### src/rtl/ftc_pkg.sv
package ftc_pkg;
  localparam int unsigned NPORT = 2;
  typedef enum logic [1:0] {
    EXC_NONE = 2'b00,
    EXC_AF   = 2'b01
  } exc_e;
endpackage

### src/rtl/ftc_way_match.sv
module ftc_way_match #(
  parameter int unsigned TAG_W = 20,
  parameter int unsigned WAYS  = 4
) (
  input  logic [TAG_W-1:0]      req_tag_i,
  input  logic [WAYS*TAG_W-1:0] meta_tag_i,
  input  logic [WAYS-1:0]       meta_vld_i,
  input  logic [WAYS-1:0]       meta_code_i,
  output logic [WAYS-1:0]       mask_o,
  output logic                  code_o
);
  for (genvar w = 0; w < WAYS; w++) begin : g_way
    assign mask_o[w] = meta_vld_i[w] && (meta_tag_i[w*TAG_W +: TAG_W] == req_tag_i);
  end
  // one-hot select of the stored code
  assign code_o = |(mask_o & meta_code_i);
endmodule

### src/rtl/ftc_refill_patch.sv
module ftc_refill_patch #(
  parameter int unsigned TAG_W = 20,
  parameter int unsigned WAYS  = 4,
  parameter int unsigned SET_W = 6
) (
  input  logic [WAYS-1:0]  mask_i,
  input  logic             code_i,
  input  logic [TAG_W-1:0] req_tag_i,
  input  logic [SET_W-1:0] req_set_i,
  input  logic             refill_vld_i,
  input  logic             refill_corrupt_i,
  input  logic [SET_W-1:0] refill_set_i,
  input  logic [TAG_W-1:0] refill_tag_i,
  input  logic [WAYS-1:0]  refill_mask_i,
  output logic [WAYS-1:0]  mask_o,
  output logic             code_o
);
  logic same_set;
  assign same_set = refill_vld_i && !refill_corrupt_i && (refill_set_i == req_set_i);

  always_comb begin
    mask_o = mask_i;
    code_o = code_i;
    if (same_set) begin
      if (refill_tag_i == req_tag_i) begin
        mask_o = refill_mask_i;
        code_o = ^req_tag_i;
      end else if (refill_mask_i == mask_i) begin
        mask_o = '0;
      end
    end
  end
endmodule

### src/rtl/ftc_corrupt_chk.sv
module ftc_corrupt_chk
  import ftc_pkg::*;
#(
  parameter int unsigned TAG_W = 20,
  parameter int unsigned WAYS  = 4
) (
  input  logic [WAYS-1:0]  mask_i,
  input  logic             code_i,
  input  logic [TAG_W-1:0] req_tag_i,
  input  logic             ecc_en_i,
  output logic             hit_o,
  output exc_e             excp_o
);
  localparam int unsigned CNT_W = $clog2(WAYS + 1);

  logic [CNT_W-1:0] n_hit;
  logic             corrupt;

  always_comb begin
    n_hit = '0;
    for (int w = 0; w < WAYS; w++) n_hit = n_hit + CNT_W'(mask_i[w]);
  end

  assign hit_o   = |mask_i;
  assign corrupt = (n_hit > CNT_W'(1)) ||
                   ((n_hit == CNT_W'(1)) && ((^req_tag_i) != code_i));
  assign excp_o  = (corrupt && ecc_en_i) ? EXC_AF : EXC_NONE;
endmodule

### src/rtl/fetch_tag_check.sv
module fetch_tag_check
  import ftc_pkg::*;
#(
  parameter int unsigned TAG_W = 20,
  parameter int unsigned WAYS  = 4,
  parameter int unsigned SET_W = 6
) (
  input  logic                        clk_i,
  input  logic                        rst_ni,
  input  logic                        flush_i,
  input  logic                        lookup_vld_i,
  input  logic                        cross_line_i,
  input  logic                        ecc_en_i,
  input  logic [2*TAG_W-1:0]          req_tag_i,
  input  logic [2*SET_W-1:0]          req_set_i,
  input  logic [2*WAYS*TAG_W-1:0]     meta_tag_i,
  input  logic [2*WAYS-1:0]           meta_vld_i,
  input  logic [2*WAYS-1:0]           meta_code_i,
  input  logic                        refill_vld_i,
  input  logic                        refill_corrupt_i,
  input  logic [SET_W-1:0]            refill_set_i,
  input  logic [TAG_W-1:0]            refill_tag_i,
  input  logic [WAYS-1:0]             refill_mask_i,
  output logic                        res_vld_o,
  output logic [2*WAYS-1:0]           way_mask_o,
  output logic [1:0]                  code_o,
  output logic [1:0]                  hit_o,
  output logic [3:0]                  excp_o
);
  logic [NPORT*WAYS-1:0] mask_d;
  logic [NPORT-1:0]      code_d, hit_d;
  logic [2*NPORT-1:0]    excp_d;

  for (genvar p = 0; p < NPORT; p++) begin : g_port
    logic [WAYS-1:0] raw_mask, fix_mask;
    logic            raw_code, fix_code, hit;
    exc_e            excp;
    logic            port_en;

    assign port_en = (p == 0) ? 1'b1 : cross_line_i;

    ftc_way_match #(.TAG_W(TAG_W), .WAYS(WAYS)) u_match (
      .req_tag_i  (req_tag_i[p*TAG_W +: TAG_W]),
      .meta_tag_i (meta_tag_i[p*WAYS*TAG_W +: WAYS*TAG_W]),
      .meta_vld_i (meta_vld_i[p*WAYS +: WAYS]),
      .meta_code_i(meta_code_i[p*WAYS +: WAYS]),
      .mask_o     (raw_mask),
      .code_o     (raw_code)
    );

    ftc_refill_patch #(.TAG_W(TAG_W), .WAYS(WAYS), .SET_W(SET_W)) u_patch (
      .mask_i          (raw_mask),
      .code_i          (raw_code),
      .req_tag_i       (req_tag_i[p*TAG_W +: TAG_W]),
      .req_set_i       (req_set_i[p*SET_W +: SET_W]),
      .refill_vld_i    (refill_vld_i),
      .refill_corrupt_i(refill_corrupt_i),
      .refill_set_i    (refill_set_i),
      .refill_tag_i    (refill_tag_i),
      .refill_mask_i   (refill_mask_i),
      .mask_o          (fix_mask),
      .code_o          (fix_code)
    );

    ftc_corrupt_chk #(.TAG_W(TAG_W), .WAYS(WAYS)) u_chk (
      .mask_i   (fix_mask),
      .code_i   (fix_code),
      .req_tag_i(req_tag_i[p*TAG_W +: TAG_W]),
      .ecc_en_i (ecc_en_i),
      .hit_o    (hit),
      .excp_o   (excp)
    );

    assign mask_d[p*WAYS +: WAYS] = port_en ? fix_mask : '0;
    assign code_d[p]              = port_en && fix_code;
    assign hit_d[p]               = port_en && hit;
    assign excp_d[2*p +: 2]       = port_en ? excp : EXC_NONE;
  end

  always_ff @(posedge clk_i or negedge rst_ni) begin
    if (!rst_ni) begin
      res_vld_o  <= 1'b0;
      way_mask_o <= '0;
      code_o     <= '0;
      hit_o      <= '0;
      excp_o     <= '0;
    end else begin
      res_vld_o <= lookup_vld_i && !flush_i;
      if (lookup_vld_i) begin
        way_mask_o <= mask_d;
        code_o     <= code_d;
        hit_o      <= hit_d;
        excp_o     <= excp_d;
      end
    end
  end
endmodule

### config.mk
export PLATFORM = sky130hd
export DESIGN_NAME = fetch_tag_check
export DESIGN_NICKNAME = d
export VERILOG_FILES = /design/src/rtl/ftc_pkg.sv /design/src/rtl/ftc_way_match.sv /design/src/rtl/ftc_refill_patch.sv /design/src/rtl/ftc_corrupt_chk.sv /design/src/rtl/fetch_tag_check.sv
export SDC_FILE = /design/constraint.sdc
export NUM_CORES = 1
export LEC_CHECK = 0
export BUFFER_PORTS_ARGS = -buffer_cell sky130_fd_sc_hd__buf_4
export CORE_AREA = 2 2 110 112
export DETAILED_ROUTE_END_ITERATION = 7
export DIE_AREA = 0 0 112 114
export PLACE_DENSITY = 0.75
export SKIP_LAST_GASP = 1
export SLEW_MARGIN = 10
export SYNTH_ARGS = -nofsm -noshare
export SYNTH_HDL_FRONTEND = slang
export SYNTH_SLANG_ARGS = --single-unit
### constraint.sdc
create_clock -name clk_i -period 1.6 [get_ports clk_i]
set_clock_uncertainty 0.05 [all_clocks]
set_input_delay 0 -clock clk_i [delete_from_list [all_inputs] [get_ports clk_i]]
set_output_delay 0 -clock clk_i [all_outputs]
set_load 0.05 [all_outputs]
# Word level (Yosys, flattened, before mapping)
# Cells that the tools add are included.
# W data, S select, Z words.
[word_totals] regBits=17 in_bits=266
[op_classes] addsub=6 magnitude_cmp=2 n_eq_ne=18 n_mux=14 n_bitwise=2 n_reduce_logical=28
[ops] cell="$eq A20 B20 Y1" count=10
[ops] cell="$reduce_xor A20 Y1" count=2
[ops] cell="$mux W4" count=7
[ops] cell="$logic_and A1 B1 Y1" count=18
[ops] cell="$reduce_or A4 Y1" count=4
[ops] cell="$add A3 B1 Y3" count=4
[ops] cell="$eq A6 B6 Y1" count=2
[ops] cell="$and A4 B4 Y4" count=2
[ops] cell="$eq A4 B4 Y1" count=2
[ops] cell="$eq A3 B1 Y1 const B" count=2
[ops] cell="$gt A3 B1 Y1 const B" count=2
[ops] cell="$mux W1" count=6
[ops] cell="$add A1 B1 Y2" count=2
[ops] cell="$logic_not A1 Y1" count=2
[ops] cell="$logic_or A1 B1 Y1" count=2
[ops] cell="$mux W2" count=1
[ops] cell="$ne A1 B1 Y1" count=2

# Longest topological paths before layout
# Gate-level depths: netlist (run 1).
[logic_depth] word_depth=15 mapped_depth=18 ltp_nobuf=16

# Hierarchy
# From an unflattened synthesis (run 1), not the netlist that was laid out.
[unflattened] hier_cells=550 hier_area_um2=4611.9
[by_module_without_submodules] module="ftc_way_match" instances=2 cells_each=134 area_per_inst_um2=1027.2 seq_area_each_um2=0.0
[by_module_without_submodules] module="ftc_refill_patch" instances=2 cells_each=78 area_per_inst_um2=636.9 seq_area_each_um2=0.0
[by_module_without_submodules] module="fetch_tag_check" instances=1 cells_each=54 area_per_inst_um2=678.2 seq_area_each_um2=425.4
[by_module_without_submodules] module="ftc_corrupt_chk" instances=2 cells_each=36 area_per_inst_um2=302.8 seq_area_each_um2=0.0

# Worst setup path before layout (run 1)
# Ideal clock, no wire load.
[synth_path] path_type="input to register" from="input port req_tag_i[25]" to="register excp_o[2]" t_arrival_ps=3335 t_required_ps=1481 path_slack_ps=-1854 cell_stages=16 path_cell_list="buf_4 -> xnor2_2 -> nand2_1 -> or4_4 -> o21ai_1 -> or3b_1 -> and4b_1 -> buf_6 -> nor2_1 -> ha_1 -> fa_1 -> inv_1 -> a21oi_1 -> nand2_1 -> or4_1 -> nand3_1"
[synth_between] elab_chain_len=15
[synth_rtl] item="start, declared" line="fetch_tag_check.sv:14" source="input logic [2*TAG_W-1:0] req_tag_i,"
[synth_rtl] item="branches (longest 11 deep; another with $add A3 B1 Y3)"
[synth_rtl] item="$logic_or A1 B1 Y1 *" line="ftc_corrupt_chk.sv:25" source="assign corrupt = (n_hit > CNT_W'(1)) ||"
[synth_rtl] item="$logic_and A1 B1 Y1 *" line="ftc_corrupt_chk.sv:27" source="assign excp_o = (corrupt && ecc_en_i) ? EXC_AF : EXC_NONE;"
[synth_rtl] item="$mux W1 *" line="ftc_corrupt_chk.sv:27"
[synth_rtl] item="$mux W2 *" line="fetch_tag_check.sv:77" source="assign excp_d[2*p +: 2] = port_en ? excp : EXC_NONE;"
[synth_rtl] item="end signal, assigned" line="fetch_tag_check.sv:93" source="excp_o <= excp_d;"
[synth_rtl] item="end, declared" line="fetch_tag_check.sv:28" source="output logic [3:0] excp_o"
# Mark *: on every way between the ends.
# A chain may end at the register's enable or synchronous reset.

# Worst setup path after layout (run 1)
[layout_path] from="input port req_tag_i[38]" to="register excp_o[2]"
# The elaborated chain is that of the path after synthesis.

==> impl_metrics.ini, run 1 <==
[synth]
ys_types = 69
yosysMostFrequentCell = xnor2_1
ys.flop_type = dfrtp_1
synth_edf_count = 0
yosys.area_share.adder = 0.0303
avgSynthCellArea_um2 = 8.18
synth_top_family_by_area = XOR/XNOR gates
synth_largest_area_cell = xnor2_1
postSynthCellCount = 565
synth.yosys.warnings = 0
synth_compound_area_frac = 0.0628
synth-seq-cells = 15
async_flop_share = 1.00
synth-simple-area-share = 0.236
synth.cell_area_mm2 = 0.00462
synthXorXnorAreaFrac = 0.494
synth_common_cells = xnor2_1, xor2_1, nand4_1, nor4_1, buf_2
synth.area.mux_share = 0.0138
netlist_top_cells_area = xnor2_1, xor2_1, dfrtp_1, nand4_1, nor4_1
synth_top_area_frac = 0.311
ys_seq_area_frac = 0.0812

[finish]
diodes = 0
finalNetCount = 1225
utilization = 0.732
stdcell_count = 1095
drive_above_1_share = 0.555
area_growth_pct = 85.5

[detailed_routing]
routed_wirelength_um = 21100
vias = 5666
drt_iter0_markers = 241
drt.antenna.violating_nets = 0
viasPerCell = 5.17
drc = 0
dr.pass1.iters = 5
post_drt_wl_per_cell_um = 19.3

[worst_setup_path]
r2r_slack_ns = 0.70
r2r_cells = 2
cp-start-kind = input port
crit_chain = buf_4 -> xnor2_2 -> nand4_2 -> or4_4 -> o21ai_1 -> or3b_1 -> and4b_2 -> nor2_1 -> ha_1 -> fa_1 -> inv_1 -> a21oi_1 -> nand2_1 -> or4_1 -> nand3_1
r2r_start = code_o[0]$_DFFE_PN0P_
critPathKind = input port to flip-flop
setup.worst_path.end_class = flip-flop
cp_num_buf_inv = 2
cp_top_family = simple AND/OR/NAND/NOR gates
crit_path_end = excp_o[2]$_DFFE_PN0P_
rr_endpoint = code_o[0]$_DFFE_PN0P_
cp_num_cells = 15
cp.required_ns = 1.73
startpoint = req_tag_i[38]
critPathMaxStageDelay_ns = 0.53
crit_slowest_cell = or4_4
arrival_ns = 3.41
crit_fanout = 4

[floorplan]
die_y_um = 114
io_pins = 283
core_mm2 = 0.0117
die_w_um = 112
design.die.area_mm2 = 0.0128
rows = 40
start_util = 0.395

[global_route]
grt_max_degree = 19
grt.total_usage = 0.313
met3_usage = 0.0569
met1_usage = 0.364
grtUsageMet2 = 0.577
antenna_found_initial = 0
grt_pass1_wl_um = 31300
grt_pass1_vias = 6073
busiest_layer = met2
grt_overflow_total = 0

[pwr]
p_leak_nw = 3.84
power_density_mw_per_mm2 = 365
ir_drop_mv = 0.575

[job]
cap_viol_max_count = 0

[placed_design]
place_inst = 1076
numPortBuffers = 280
gp_congestion = 0.974
dp_hpwl_um = 17900

[cts]
htreeDepth = 1
clk_latency_ns = 0.24
cts_max_path_buffers = 2
clk_pin_slew_worst_paths_ns = 0.05
cts_sinks = 15
root_buffer = clkbuf_16
cts_made_buffers = 3
cts_tree = done

[outcome]
violations = negative setup slack
outcome = finished with violations

[sta]
fin_crit_ns = 3.28
rsz0062_at_grt = true
setup_violations = 13
maxSlewHeadroom = 0.652
worstMarginPinSlew_ns = 0.517
layout_setup_ws_ns = -1.68
fin_crit_sh = 2.05
fmax_ghz = 0.305
final_hold_viol_count = 0
slew_viol_final = 0
holdWs_ns = 0.0448

[hold_path]
hold_class = input port to flip-flop
-- sequential cells by signal, summed over array words and instances (netlist names) --
signal and count:
way_mask_o 8, hit_o 2, code_o 2, res_vld_o 1, excp_o 2
-- logic make-up (layout without fill, tap and decap cells) --
family                   Yosys count  count (layout)
XOR/XNOR                         251             251
AND/OR/NAND/NOR                  179             179
buffers and inverters             65             447
AO/OA/AOI/OAI                     38              38
flip-flops                        15              15
adder cells (fa/ha/maj)           10              10
multiplexers                       6               6
other                              1               2
-- final cells by class --
type / instances / area (µm²)
clock buffers: 3 / 75.1
inverters: 19 / 71.3
clock inverters: 1 / 5.00
flip-flops and latches: 15 / 375
fillers: 880 / 3140
repair buffers: 424 / 3380
well taps: 147 / 184
multi-input cells: 486 / 4490
-- worst min path at each step --
stage	start	end	slack (ns)	cells past startpoint
2_1_floorplan	rst_ni	code_o[0]$_DFFE_PN0P_	-0.35	0
3_3_place_gp	rst_ni	code_o[1]$_DFFE_PN0P_	-0.19	1
3_5_place_dp	rst_ni	way_mask_o[6]$_DFFE_PN0P_	-0.18	1
4_1_cts	lookup_vld_i	way_mask_o[5]$_DFFE_PN0P_	0.04	2
5_1_grt	lookup_vld_i	way_mask_o[4]$_DFFE_PN0P_	0.06	2
6_report	lookup_vld_i	way_mask_o[7]$_DFFE_PN0P_	0.04	2
-- routing by layer --
layer	vias up	share of wire
li1	2705	-
met1	2657	0.38
met2	250	0.52
met3	54	0.070
met4	0	0.037
met5	-	0
-- report_power, final --
group,switching [W],internal [W]
Combinational,0.000988,0.00127
Sequential,0.00000354,0.000385
Clock,0.000153,0.000334
Total,0.00114,0.00199
-- layout by cell type (no fill, tap or decap), drive strengths merged, types with 3 or more instances in the layout --
cell type	count
a21oi	7
and4	5
buf	422
inv	18
a41oi	4
nor3b	3
and3	4
nand3	15
a31o	4
xor2	78
nor2b	5
dfrtp	15
or4	6
xnor2	173
o32ai	4
mux2	3
nor3	9
o21ai	4
ha	8
nand2	21
nor2	15
nand4	41
mux2i	3
clkbuf	3
nor4	28
nand2b	15
-- stage by stage --
stage                     setup slack (ns)  power [W]  instance area (µm²)  setup TNS, ns
final                                -1.68    0.00313                 8580          -7.70
after global placement               -1.88    0.00241                 7760         -11.58
after detailed placement             -1.97    0.00246                 7760         -12.07
after global routing                 -1.77    0.00330                 8580          -8.94
after CTS                            -1.65    0.00302                 8230          -7.57
after floorplan                      -1.75    0.00146                 4900          -6.61
-- repair_timing --
item / CTS / global route
hold buffers: 2 / 0
buffers inserted: 6 / 13
endpoints found under the setup margin: 14 / 14
pin swaps: 29 / 35
resized for setup: 58 / 56
hold endpoints to repair: 16 / 0
-- worst register-to-register path, stage by stage, from the launching register on --
cell and delay [ns]:
dfrtp_1 0.39, nor2b_1 0.13, a31o_2 0.21
Note: power is estimated with default switching activity, not from simulation.
==> run 2: changes to the inputs <==
--- a/config.mk
+++ b/config.mk
@@ -9,7 +9,7 @@
 export CORE_AREA = 2 2 110 112
 export DETAILED_ROUTE_END_ITERATION = 7
 export DIE_AREA = 0 0 112 114
-export PLACE_DENSITY = 0.75
+export PLACE_DENSITY_LB_ADDON = 0.1
 export SKIP_LAST_GASP = 1
 export SLEW_MARGIN = 10
 export SYNTH_ARGS = -nofsm -noshare
==> run 2 against run 1 <==
The run still ends with negative setup slack left. Core utilization up 3.0 points. First-iteration DRC count up 17%. Sequential power about the same. Global-route usage down 0.79 points. Die area unchanged. Via count up 3.5%. Worst setup slack better by 0.039 ns. Hold slack better by 0.0026 ns. Maximum frequency up 1.2%. Sequential share of layout area down 0.17 points. Non-clock buffer count up 29. Critical endpoint unchanged. Largest cell class unchanged.
==> impl_metrics.ini, run 2 (same netlist as run 1, synthesis figures left out) <==
[floorplan]
design.die.area_mm2 = 0.0128
start_util = 0.395
io_pins = 283
core_mm2 = 0.0117
die_w_um = 112
rows = 40
die_y_um = 114

[finish]
fin_area_mm2 = 0.00892
stdcell_count = 1124
finalNetCount = 1254
ff_latch_area_um2 = 375
layout_commonest_cell = buf_4
drive_above_1_share = 0.570
diodes = 0
mostFrequentLayoutCells = buf_4, xnor2_1, xor2_1
multi_input_area_mm2 = 0.00452
regMostFlops = way_mask_o
area_growth_pct = 93.1
fill_cells = 837
largest_reg_flops = 8

[worst_setup_path]
r2r_slack_ns = 0.73
critPathKind = input port to flip-flop
r2r_cells = 2
rr_endpoint = code_o[0]$_DFFE_PN0P_
startpoint = req_tag_i[20]
r2r_start = code_o[0]$_DFFE_PN0P_
cp.required_ns = 1.73
crit_chain = buf_6 -> xnor2_2 -> nand4_1 -> or4_4 -> o21ai_1 -> or3b_1 -> and4b_2 -> nor2_1 -> ha_1 -> fa_1 -> inv_1 -> a21oi_1 -> nand2_1 -> or4_1 -> nand3_1
setup.worst_path.end_class = flip-flop
crit_path_end = excp_o[2]$_DFFE_PN0P_
crit_fanout = 3
critPathMaxStageDelay_ns = 0.54
cp-start-kind = input port
arrival_ns = 3.37
crit_slowest_cell = or4_4

[sta]
fin_crit_sh = 2.02
setup_violations = 14
fin_crit_ns = 3.24
slew_viol_final = 0
final_hold_viol_count = 0
holdWs_ns = 0.0474
rsz0062_at_grt = true
layout_setup_ws_ns = -1.64
fmax_ghz = 0.309

[cts]
root_buffer = clkbuf_16
clk_pin_slew_worst_paths_ns = 0.05
cts_made_buffers = 3
cts_max_path_buffers = 2
cts_tree = done
htreeDepth = 1
clk_latency_ns = 0.25
cts_sinks = 15

[global_route]
grt_max_degree = 19
grt_pass1_wl_um = 30800
grt_overflow_total = 0
grt_pass1_vias = 6038
grt.total_usage = 0.305
antenna_found_initial = 0

[placed_design]
place_inst = 1077
gp_congestion = 0.944
numPortBuffers = 280
pre_cts_slack_ns = -1.95
place_area_mm2 = 0.00779
dp_hpwl_um = 17500

[detailed_routing]
drt_iter0_markers = 281
dr.pass1.iters = 4
vias = 5863
viasPerCell = 5.22
drt.antenna.violating_nets = 0
drc = 0
routed_wirelength_um = 21400
post_drt_wl_per_cell_um = 19.0

[pwr]
power_density_mw_per_mm2 = 362
total_power_w = 0.00323
p_leak_nw = 4.12
ir_drop_mv = 0.617

[job]
cap_viol_max_count = 0

[outcome]
outcome = finished with violations
violations = negative setup slack

[hold_path]
min_from = lookup_vld_i
hold_class = input port to flip-flop
[run 2: cell count changes in the layout (fill, tap and decap cells not counted), sizes merged]
| cell | delta |
|---|---|
| clkbuf | +1 |
| buf | +29 |
| clkinv | -1 |
[run 2: per-stage QoR]
step | util | TNS [ns]
final | 0.762 | -9.01
after detailed placement | 0.665 | -12.53
after floorplan | - | -6.61
after global routing | 0.762 | -10.58
after CTS | 0.702 | -8.47
after global placement | 0.665 | -12.02
[run 2: what timing repair did]
action,in CTS,in global routing
endpoints found under the hold margin,16,0
gates cloned,0,0
setup endpoints to repair,14,14
hold buffers,2,0
buffers inserted,10,34
resized for setup,54,83
pin swaps,21,38
[run 2: worst min path at each step]
stage / end / slack [ns] / cells past startpoint
after floorplan: code_o[0]$_DFFE_PN0P_ / -0.35 / 0
after global placement: way_mask_o[2]$_DFFE_PN0P_ / -0.19 / 1
after detailed placement: excp_o[0]$_DFFE_PN0P_ / -0.18 / 1
after CTS: way_mask_o[4]$_DFFE_PN0P_ / 0.04 / 2
after global routing: way_mask_o[7]$_DFFE_PN0P_ / 0.06 / 2
final: way_mask_o[4]$_DFFE_PN0P_ / 0.05 / 2
[run 2: area by class of cell]
class                      count  share of cell area
tap                          147              0.0206
clock buffer                   4             0.00883
timing repair buffer         453               0.414
sequential                    15              0.0421
inverter                      19             0.00799
multi-input combinational    486               0.507
[run 2: critical path, delay by kind of cell]
kind	cells	cell delay [ns]
fa+ha+maj	2	0.82
simple gates	8	1.97
xor+xnor	1	0.18
buf+inv	2	0.16
compound gates	2	0.25
[run 2: power by group]
part | switching (W) | internal (W) | leakage (nW)
Clock | 0.000155 | 0.000338 | 0.0382
Sequential | 0.00000274 | 0.000385 | 0.208
Combinational | 0.00101 | 0.00134 | 3.87
Total | 0.00117 | 0.00207 | 4.12
[run 2: per-layer routing]
metal / vias up / GRT usage / share of wire
met5: - / 0 / 0
met4: 0 / 0.0976 / 0.031
met3: 51 / 0.0414 / 0.053
met2: 239 / 0.551 / 0.51
met1: 2809 / 0.376 / 0.40
li1: 2764 / - / -
==> run 3: changes to the inputs <==
--- a/config.mk
+++ b/config.mk
@@ -6,9 +6,9 @@
 export NUM_CORES = 1
 export LEC_CHECK = 0
 export BUFFER_PORTS_ARGS = -buffer_cell sky130_fd_sc_hd__buf_4
-export CORE_AREA = 2 2 110 112
+export CORE_ASPECT_RATIO = 0.8
+export CORE_UTILIZATION = 41
 export DETAILED_ROUTE_END_ITERATION = 7
-export DIE_AREA = 0 0 112 114
 export PLACE_DENSITY_LB_ADDON = 0.1
 export SKIP_LAST_GASP = 1
 export SLEW_MARGIN = 10
==> constraint.sdc (replaced) <==
create_clock -name clk_i -period 2.8 [get_ports clk_i]
set_clock_uncertainty 0.05 [all_clocks]
set_input_delay 0 -clock clk_i [delete_from_list [all_inputs] [get_ports clk_i]]
set_output_delay 0 -clock clk_i [all_outputs]
set_load 0.05 [all_outputs]
==> run 3 against run 2 <==
The flow still finishes with violations (negative setup slack). Hold slack improved by 0.011 ns. Sequential cell count stayed put. Core utilization down 0.37 points.
==> impl_metrics.ini, run 3 (same netlist as run 1, synthesis figures left out) <==
[worst_setup_path]
critPathMaxStageDelay_ns = 0.55
r2r_start = code_o[0]$_DFFE_PN0P_
cp-start-kind = input port
r2r_slack_ns = 1.93
r2r_cells = 2
cp.required_ns = 2.93
crit_slowest_cell = or4_4
rr_endpoint = code_o[0]$_DFFE_PN0P_
setup.worst_path.end_class = flip-flop
crit_chain = buf_4 -> xnor2_2 -> nand4_2 -> or4_4 -> o21ai_2 -> or3b_1 -> and4b_1 -> nor2_1 -> ha_1 -> fa_1 -> inv_1 -> a21oi_1 -> nand2_1 -> or4_1 -> nand3_1
critPathKind = input port to flip-flop
arrival_ns = 3.41
crit_fanout = 3
cp_num_buf_inv = 2
cp_top_family = simple AND/OR/NAND/NOR gates

[placed_design]
gp_congestion = 0.954
place_inst = 1066
numPortBuffers = 280
place_area_mm2 = 0.00768
dp_hpwl_um = 17500

[hold_path]
min_to = way_mask_o[7]$_DFFE_PN0P_
hold_class = input port to flip-flop
min_from = lookup_vld_i
holdPathStages = 2

[floorplan]
die_w_um = 121
core_mm2 = 0.0109
die_y_um = 97.0
io_pins = 283
start_util = 0.423
design.die.area_mm2 = 0.0117
rows = 34

[cts]
cts_made_buffers = 3
clk_pin_slew_worst_paths_ns = 0.05
clk_latency_ns = 0.24
htreeDepth = 1
cts_sinks = 15
cts_max_path_buffers = 2
cts_tree = done
root_buffer = clkbuf_16

[finish]
mostFrequentLayoutCells = buf_4, xnor2_1, xor2_1
fin_area_mm2 = 0.00829
layout_commonest_cell = buf_4
drive_above_1_share = 0.533
regMostFlops = way_mask_o
stdcell_count = 1086
finalNetCount = 1219
diodes = 0
area_growth_pct = 79.4
fill_cells = 811
largest_reg_flops = 8

[sta]
fin_crit_ns = 3.28
worstMarginPinSlew_ns = 0.684
maxSlewHeadroom = 0.541
fin_crit_sh = 1.17
slew_viol_final = 0
fmax_ghz = 0.305
rsz0062_at_grt = true
tns_ns = -0.514
layout_setup_ws_ns = -0.478
setup_violations = 2
final_hold_viol_count = 0

[outcome]
violations = negative setup slack
outcome = finished with violations

[detailed_routing]
drt.antenna.violating_nets = 0
drc = 0
routed_wirelength_um = 20300
wl_met3_um = 960
post_drt_wl_per_cell_um = 18.7
drt_iter0_markers = 193
wl_met1_um = 8540
wl_met2_um = 10300
viasPerCell = 5.17
vias = 5613
dr.pass1.iters = 4
maxUsedRoutingLayer = met5

[job]
cap_viol_max_count = 0

[global_route]
antenna_found_initial = 1
grt_overflow_total = 0
grt_pass1_vias = 6055
grt.total_usage = 0.343
grt_max_degree = 19
grt_pass1_wl_um = 31000

[pwr]
power_density_mw_per_mm2 = 206
p_leak_nw = 3.72
ir_drop_mv = 0.143
==> run 3: cell type report <==
type | instances | area [µm²] | area share
Multi-Input combinational cell | 486 | 4370 | 0.527
Timing Repair Buffer | 418 | 3210 | 0.388
Sequential cell | 15 | 375 | 0.0453
Tap cell | 144 | 180 | 0.0217
Clock buffer | 3 | 75.1 | 0.00906
Inverter | 19 | 71.3 | 0.00860
Clock inverter | 1 | 5.00 | 0.000604
==> run 3: metrics by stage <==
step	hold WS [ns]	setup WS, ns	total power, W	util
after global placement	-0.191	-0.623	0.00133	0.703
after CTS	0.0524	-0.473	0.00166	0.736
after floorplan	-0.346	-0.559	0.000825	-
final	0.0586	-0.478	0.00171	0.758
after global routing	0.0796	-0.670	0.00180	0.758
after detailed placement	-0.191	-0.784	0.00136	0.703
==> run 3: power breakdown <==
| part | internal, W | switching, W | total [W] |
|---|---|---|---|
| combinational | 0.000667 | 0.000545 | 0.00121 |
| clock | 0.000191 | 0.0000865 | 0.000277 |
| sequential | 0.000220 | 0.00000123 | 0.000221 |
==> run 3: how the worst max path moves through the flow <==
stage / start / to / depth (start not counted)
global route: req_tag_i[30] / excp_o[2]$_DFFE_PN0P_ / 15
detailed placement: meta_tag_i[140] / excp_o[2]$_DFFE_PN0P_ / 15
global placement: meta_tag_i[140] / excp_o[2]$_DFFE_PN0P_ / 15
floorplan: req_tag_i[24] / excp_o[2]$_DFFE_PN0P_ / 16
finish: req_tag_i[23] / excp_o[2]$_DFFE_PN0P_ / 15
CTS: meta_tag_i[158] / excp_o[2]$_DFFE_PN0P_ / 15
==> run 3: layer usage <==
layer | vias up | GRT usage
met5 | - | 0
met4 | 2 | 0.101
met3 | 51 | 0.0342
met2 | 221 | 0.605
met1 | 2653 | 0.439
li1 | 2686 | -
==> run 3: repair_timing <==
item,CTS,global route
resized for setup,26,35
setup endpoints to repair,2,3
buffers inserted,14,3
endpoints found under the hold margin,16,0
hold buffers,2,0
pin swaps,16,16
